$ cat src/rtl/lock_monitor_pkg.sv
package lock_monitor_pkg;
  // Scope bit positions inside each per-port two-bit scope field.
  localparam int SCOPE_PRIV_BIT   = 0;
  localparam int SCOPE_SHARED_BIT = 1;
  localparam int SCOPE_W          = 2;
endpackage

$ cat src/rtl/lmon_arbiter.sv
module lmon_arbiter #(
  parameter int N = 3,
  localparam int IW = (N > 1) ? $clog2(N) : 1
) (
  input  logic [N-1:0]  req,
  output logic [N-1:0]  gnt,
  output logic [IW-1:0] gnt_idx,
  output logic          any
);
  // Fixed priority: lowest index wins.
  always_comb begin
    gnt     = '0;
    gnt_idx = '0;
    any     = 1'b0;
    for (int i = N - 1; i >= 0; i--) begin
      if (req[i]) begin
        gnt     = '0;
        gnt[i]  = 1'b1;
        gnt_idx = IW'(i);
        any     = 1'b1;
      end
    end
  end
endmodule

$ cat src/rtl/lmon_table.sv
module lmon_table #(
  parameter int NENT = 8,
  parameter int TW   = 27,
  localparam int IW  = (NENT > 1) ? $clog2(NENT) : 1
) (
  input  logic          clk,
  input  logic          rst,
  input  logic          op_en,
  input  logic          op_store,
  input  logic [TW-1:0] tag,
  output logic          store_ok
);
  logic [NENT-1:0] vld_q, tok_q;
  logic [TW-1:0]   tag_q [NENT];
  logic [IW-1:0]   age_q [NENT];   // 0 = most recent; always a permutation

  logic          hit;
  logic [IW-1:0] hit_idx, victim, touch_idx;

  always_comb begin
    hit     = 1'b0;
    hit_idx = '0;
    victim  = '0;
    for (int i = 0; i < NENT; i++) begin
      if (vld_q[i] && tag_q[i] == tag) begin
        hit     = 1'b1;
        hit_idx = IW'(i);
      end
      if (age_q[i] == IW'(NENT - 1)) victim = IW'(i);
    end
  end

  assign touch_idx = hit ? hit_idx : victim;
  assign store_ok  = hit && tok_q[hit_idx];

  always_ff @(posedge clk) begin
    if (rst) begin
      vld_q <= '0;
      tok_q <= '0;
      for (int i = 0; i < NENT; i++) begin
        tag_q[i] <= '0;
        age_q[i] <= IW'(i);
      end
    end else if (op_en) begin
      if (op_store) begin
        if (hit) tok_q[hit_idx] <= 1'b0;
      end else begin
        vld_q[touch_idx] <= 1'b1;
        tok_q[touch_idx] <= 1'b1;
        tag_q[touch_idx] <= tag;
        for (int i = 0; i < NENT; i++) begin
          if (IW'(i) == touch_idx)             age_q[i] <= '0;
          else if (age_q[i] < age_q[touch_idx]) age_q[i] <= age_q[i] + 1'b1;
        end
      end
    end
  end

  // Recency ages must remain a permutation of 0..NENT-1.
  logic [NENT-1:0] age_seen;
  always_comb begin
    age_seen = '0;
    for (int i = 0; i < NENT; i++) age_seen[age_q[i]] = 1'b1;
  end

  AST_AGES_PERMUTATION: assert property (@(posedge clk) disable iff (rst)
    &age_seen);
  AST_LOAD_ARMS_TOKEN: assert property (@(posedge clk) disable iff (rst)
    op_en && !op_store |=> tok_q[$past(touch_idx)] && vld_q[$past(touch_idx)]);
  AST_STORE_TAKES_TOKEN: assert property (@(posedge clk) disable iff (rst)
    op_en && op_store && hit |=> !tok_q[$past(hit_idx)]);
  AST_STORE_MISS_KEEPS: assert property (@(posedge clk) disable iff (rst)
    op_en && op_store && !hit |=> $stable(vld_q) && $stable(tok_q));
endmodule

$ cat src/rtl/lock_monitor.sv
module lock_monitor
  import lock_monitor_pkg::*;
#(
  parameter int NUM_PORTS  = 3,
  parameter int ADDR_W     = 32,
  parameter int NUM_ENT    = 8,
  parameter int BLK_BYTES  = 32,
  localparam int OFFW = $clog2(BLK_BYTES),
  localparam int TW   = ADDR_W - OFFW,
  localparam int PIW  = (NUM_PORTS > 1) ? $clog2(NUM_PORTS) : 1
) (
  input  logic                          clk,
  input  logic                          rst,
  input  logic [NUM_PORTS-1:0]          req_valid,
  output logic [NUM_PORTS-1:0]          req_ready,
  input  logic [NUM_PORTS-1:0]          req_store,
  input  logic [SCOPE_W*NUM_PORTS-1:0]  req_scope,
  input  logic [NUM_PORTS*ADDR_W-1:0]   req_addr,
  output logic [NUM_PORTS-1:0]          rsp_valid,
  output logic [NUM_PORTS-1:0]          rsp_ok
);
  logic [PIW-1:0]     g_idx;
  logic               g_any;
  logic               g_store;
  logic [SCOPE_W-1:0] g_scope;
  logic [ADDR_W-1:0]  g_addr;
  logic [NUM_PORTS-1:0] priv_ok;
  logic               shared_ok;
  logic               g_ok;

  lmon_arbiter #(.N(NUM_PORTS)) u_arb (
    .req(req_valid), .gnt(req_ready), .gnt_idx(g_idx), .any(g_any)
  );

  assign g_store = req_store[g_idx];
  assign g_scope = req_scope[g_idx*SCOPE_W +: SCOPE_W];
  assign g_addr  = req_addr[g_idx*ADDR_W +: ADDR_W];

  // One private table per port, touched only when that port is granted.
  for (genvar p = 0; p < NUM_PORTS; p++) begin : g_priv
    lmon_table #(.NENT(NUM_ENT), .TW(TW)) u_tab (
      .clk(clk), .rst(rst),
      .op_en(req_ready[p] && req_scope[p*SCOPE_W + SCOPE_PRIV_BIT]),
      .op_store(req_store[p]),
      .tag(req_addr[p*ADDR_W + OFFW +: TW]),
      .store_ok(priv_ok[p])
    );
  end

  lmon_table #(.NENT(NUM_ENT), .TW(TW)) u_shared (
    .clk(clk), .rst(rst),
    .op_en(g_any && g_scope[SCOPE_SHARED_BIT]),
    .op_store(g_store),
    .tag(g_addr[ADDR_W-1:OFFW]),
    .store_ok(shared_ok)
  );

  always_comb begin
    g_ok = g_store && (g_scope != '0)
        && (!g_scope[SCOPE_PRIV_BIT]   || priv_ok[g_idx])
        && (!g_scope[SCOPE_SHARED_BIT] || shared_ok);
  end

  always_ff @(posedge clk) begin
    if (rst) begin
      rsp_valid <= '0;
      rsp_ok    <= '0;
    end else begin
      rsp_valid <= req_ready;
      rsp_ok    <= req_ready & {NUM_PORTS{g_ok}};
    end
  end

  AST_ONE_GRANT: assert property (@(posedge clk) disable iff (rst)
    $onehot0(req_ready));
  AST_READY_NEEDS_VALID: assert property (@(posedge clk) disable iff (rst)
    (req_ready & ~req_valid) == '0);
  AST_ONE_RESULT: assert property (@(posedge clk) disable iff (rst)
    $onehot0(rsp_valid));
  AST_OK_ONLY_WITH_VALID: assert property (@(posedge clk) disable iff (rst)
    (rsp_ok & ~rsp_valid) == '0);
  AST_NO_SCOPE_FAILS: assert property (@(posedge clk) disable iff (rst)
    g_any && g_scope == '0 |=> rsp_ok == '0);
endmodule

$ cat config.mk
export PLATFORM = sky130hd
export DESIGN_NAME = lock_monitor
export DESIGN_NICKNAME = d
export VERILOG_FILES = /design/src/rtl/lock_monitor_pkg.sv /design/src/rtl/lmon_arbiter.sv /design/src/rtl/lmon_table.sv /design/src/rtl/lock_monitor.sv
export SDC_FILE = /design/constraint.sdc
export NUM_CORES = 2
export LEC_CHECK = 0
export BUFFER_PORTS_ARGS = -buffer_cell sky130_fd_sc_hd__buf_2
export CAP_MARGIN = 20
export CORE_MARGIN = 5
export CORE_UTILIZATION = 45
export CTS_CLUSTER_SIZE = 40
export DETAILED_ROUTE_END_ITERATION = 16
export PLACE_DENSITY = 0.7
export SYNTH_ARGS = -nofsm -noshare
export SYNTH_HDL_FRONTEND = slang
export SYNTH_SLANG_ARGS = --single-unit
$ cat constraint.sdc
create_clock -name clk -period 7.3 [get_ports clk]
set_input_delay 1.46 -clock clk [delete_from_list [all_inputs] [get_ports clk]]
set_output_delay 1.46 -clock clk [all_outputs]
set_load 0.05 [all_outputs]
==> key figures <==
Critical path
  • Crit path to: u_shared.age_q[7][1]
  • Setup CP Type: in -> reg
  • Worst path depth: 16
  • CP cell instances: buf_2 -> nand2b_2 -> buf_4 -> o221ai_4 -> buf_4 -> xnor2_1 -> nor4_1 -> nand4_1 -> nor2_1 -> or2_2 -> o21ai_4 -> mux2_1 -> o211ai_1 -> and2_1 -> a21oi_2 -> o311a_1
  • R2R depth: 16
  • CP max FO: 19
  • Critical Path Source: req_valid[1]
  • Worst path most repeated cell: buf_4
  • Reg-to-reg critical path startpoint: g_priv[0].u_tab.tag_q[3][23]
  • Critical path startpoint category: input pin
  • Reg2reg end: g_priv[0].u_tab.age_q[1][2]
  • CP Buf/Inv Count: 3
  • Critical path's top delay family: compound AO/OA/AOI/OAI gates
  • R2R Setup Slk: 2000 ps
  • Critical path required time: between 7000 and 8000 ps
  • Critical Path Max Stage Delay: 640 ps
  • WP data arrival: about 6700 ps
  • CP max-delay cell: o221ai_4
  • CP Capture Type: flip-flop

CTS
  • Later-pin clock latency in the skew report: 690 ps
  • Post-CTS setup buffer count: 0
  • Post-CTS Resized: 0
  • Hold-fix buffers at CTS: 0
  • CTS clk-pin slew, worst paths: 60 ps
  • Clock tree from TritonCTS: yes
  • H-tree lvl count: 3
  • # clock sinks: 1030
  • CTS max path bufs: 3
  • Cts bufs inserted: 110
  • Root buf cell: clkbuf_16

Synthesis
  • Synth cell count leaders: edfxtp_1, xnor2_1, and2_1
  • Main area contributors after synthesis: edfxtp_1, xnor2_1, and2_1, xor2_1, ha_1
  • Post-Syn Nets: a little under 5000
  • Synth Instances: 4640
  • Yosys reg bits: 1030
  • Post-synth cell types: just over 100
  • Cell Area, Synth: 55100 um^2
  • Yosys top cell area share: 0.523
  • Ys Warns: 0
  • Asr flop ratio synth: 0
  • Syn_area_per_cell: roughly 12 um^2
  • Sequential share of the synthesized area: 0.548
  • Ys flop type: edfxtp_1
  • EDFF count, synth: 960
  • Yosys top cell by area: edfxtp_1
  • Count leader, synth: edfxtp_1

Routing
  • Vias/cell: between 5 and 6
  • Initial DRT Pass Iterations: 5
  • Drt drc: 0
  • Post-route ant nets: 0
  • Wirelength, routed: 145000 um
  • DR vias: ~36000
  • DR iter-0 viols: 3980
  • WL/cell: 22.5 um

STA
  • Fin Setup TNS: 0 ps
  • Period Utilization, post-route: 0.860
  • Final Setup Violations: 0
  • Hold violation total from the final report: 0
  • Clock Skew: about 26 ps
  • Worst-Margin Slew: approximately 1000 ps
  • Crit path time final: 6280 ps
  • RSZ-0062 raised after global routing: no
  • Slew Limit Fails: 0
  • Worst rel slew slack: 0.303
  • Fmax: 0.159 GHz

Power
  • Lkg Pwr: 22.6 nW
  • PwrDens: 238 nW/um^2
  • Clock Power Share: 0.396
  • Switch Pwr: 0.00375 W
  • Sw Share: 0.257
  • Register share of total power: 0.468
  • Combinational share of power: 0.136
  • Internal: 0.0109 W
  • Maximum VDD drop: 0.000181 V

Global route
  • GRT Resource Usage Total: 0.217
  • Largest net degree at the start of global routing: 69
  • Grt ovf: 0
  • Vias in the first global route: between 30000 and 40000
  • First-pass GRT wire length: between 200000 and 250000 um
  • Initial antenna violation count: 17

Flow run
  • Max-cap viol count: 0

Floorplanning
  • DIE WIDTH: 360 um
  • Core area: about 120000 um^2
  • Die area: 130000 um^2
  • Initial Utilization: 0.453
  • Ports: 119
  • DIE HEIGHT: 360 um
  • Standard-cell row count: 128

Final layout
  • P&R area growth vs syn: 11.3%
  • Fin cells: ~6400
  • Nets: 4912
  • Share of cells above drive strength 1: 0.130
  • Fill count: around 11000

Place
  • Gpl congestion: between 0.8 and 0.9
  • Final HPWL DP: 93900 um
  • Port bufs: 103
  • Placed Cells incl. Taps: a little over 6000

Outcome
  • Status: finished, final reports clean

Min path
  • HP Class: reg -> reg
-- per-stage QoR --
step	area [um^2]	util	total power, W	hold WS (ps)	worst slack (ps)
2_1_floorplan	55100	-	0.00833	426	506
3_3_place_gp	57600	0.473	0.00888	433	559
3_5_place_dp	57600	0.473	0.00893	440	408
4_1_cts	61300	0.504	0.0147	453	1140
5_1_grt	61300	0.504	0.0151	470	774
6_report	61400	0.504	0.0146	451	1020
-- how the worst min path moves through the flow --
stage | startpoint | to | slack, ps | cells past startpoint
after floorplan | g_priv[2].u_tab.vld_q[2] | g_priv[2].u_tab.vld_q[2] | 430 | 1
after global placement | g_priv[2].u_tab.vld_q[1] | g_priv[2].u_tab.vld_q[1] | 430 | 1
after detailed placement | g_priv[1].u_tab.vld_q[1] | g_priv[1].u_tab.vld_q[1] | 440 | 1
after CTS | g_priv[1].u_tab.vld_q[6] | g_priv[1].u_tab.vld_q[6] | 450 | 1
after global routing | g_priv[1].u_tab.vld_q[6] | g_priv[1].u_tab.vld_q[6] | 470 | 1
final | g_priv[1].u_tab.vld_q[6] | g_priv[1].u_tab.vld_q[6] | 450 | 1
-- cell type report --
type	instances	area (um^2)	area share
repair buffers	284	1910	0.0312
multi-input cells	3206	23200	0.378
clock inverters	53	604	0.00985
flip-flops and latches	1030	30200	0.493
well taps	1625	2030	0.0331
diodes	11	27.5	0.000449
clock buffers	151	3160	0.0515
inverters	54	204	0.00332
-- worst register-to-register path, stage by stage (launching register included) --
cell	delay, ps
edfxtp_1	390
xnor2_1	280
nand4_1	160
nor4_1	400
nand4_1	390
o21ai_0	200
a21o_1	140
a21o_1	200
mux2_2	460
mux2_2	390
nand2_1	60
o21ai_0	70
a21oi_1	320
buf_4	230
ha_1	260
a2111oi_0	810
a21o_1	260
-- flip-flops by register name, indices dropped and copies added, names as in the netlist --
register,cells
g_priv.u_tab.tag_q,648
u_shared.tag_q,216
g_priv.u_tab.age_q,72
g_priv.u_tab.tok_q,24
g_priv.u_tab.vld_q,24
u_shared.age_q,24
u_shared.tok_q,8
u_shared.vld_q,8
rsp_ok,3
rsp_valid,3
-- routing by layer --
metal | track usage | wire [um] | vias to the layer above
met5 | 0 | 11 | -
met1 | 0.314 | 63300 | 18000
li1 | - | - | 16700
met4 | 0.0552 | 3630 | 2
met3 | 0.0384 | 12400 | 221
met2 | 0.342 | 65300 | 1420
-- cell families after synthesis --
group                    Yosys count  synth area share
AND/OR/NAND/NOR                 1776             0.184
multiplexers                      65            0.0122
flip-flops                      1030             0.548
adder cells (fa/ha/maj)          116            0.0263
XOR/XNOR                         868             0.138
buffers and inverters            404            0.0330
AO/OA/AOI/OAI                    381            0.0579
-- layout by cell type, fill, tap and decap left out, types with 13 or more instances in the layout --
cell type,n
edfxtp_1,960
xnor2_1,595
and2_1,563
nor2_1,323
xor2_1,273
nor4_1,208
buf_4,179
nand4_1,159
and3_1,129
ha_1,116
clkbuf_16,111
buf_2,102
nand2_1,100
dfxtp_1,70
a21oi_1,65
nand3_1,53
inv_1,52
or2_2,51
mux2i_1,50
a21o_1,44
o21ai_0,42
o211ai_1,37
nor3_1,30
clkbuf_8,23
o221ai_4,22
nand2b_1,22
a211oi_1,20
clkinv_2,20
a31oi_1,17
nor2b_1,17
clkbuf_1,17
or3b_2,15
or2_1,15
o21bai_1,14
nor4b_1,13
o21ai_1,13
-- power groups by stage --
stage / registers (W) / clock network, W / logic [W]
floorplan: 0.00693 / 0 / 0.00140
global placement: 0.00695 / 0 / 0.00193
detailed placement: 0.00696 / 0 / 0.00196
CTS: 0.00684 / 0.00586 / 0.00198
global route: 0.00686 / 0.00611 / 0.00215
finish: 0.00684 / 0.00578 / 0.00199
(Power assumes the default switching activity.)
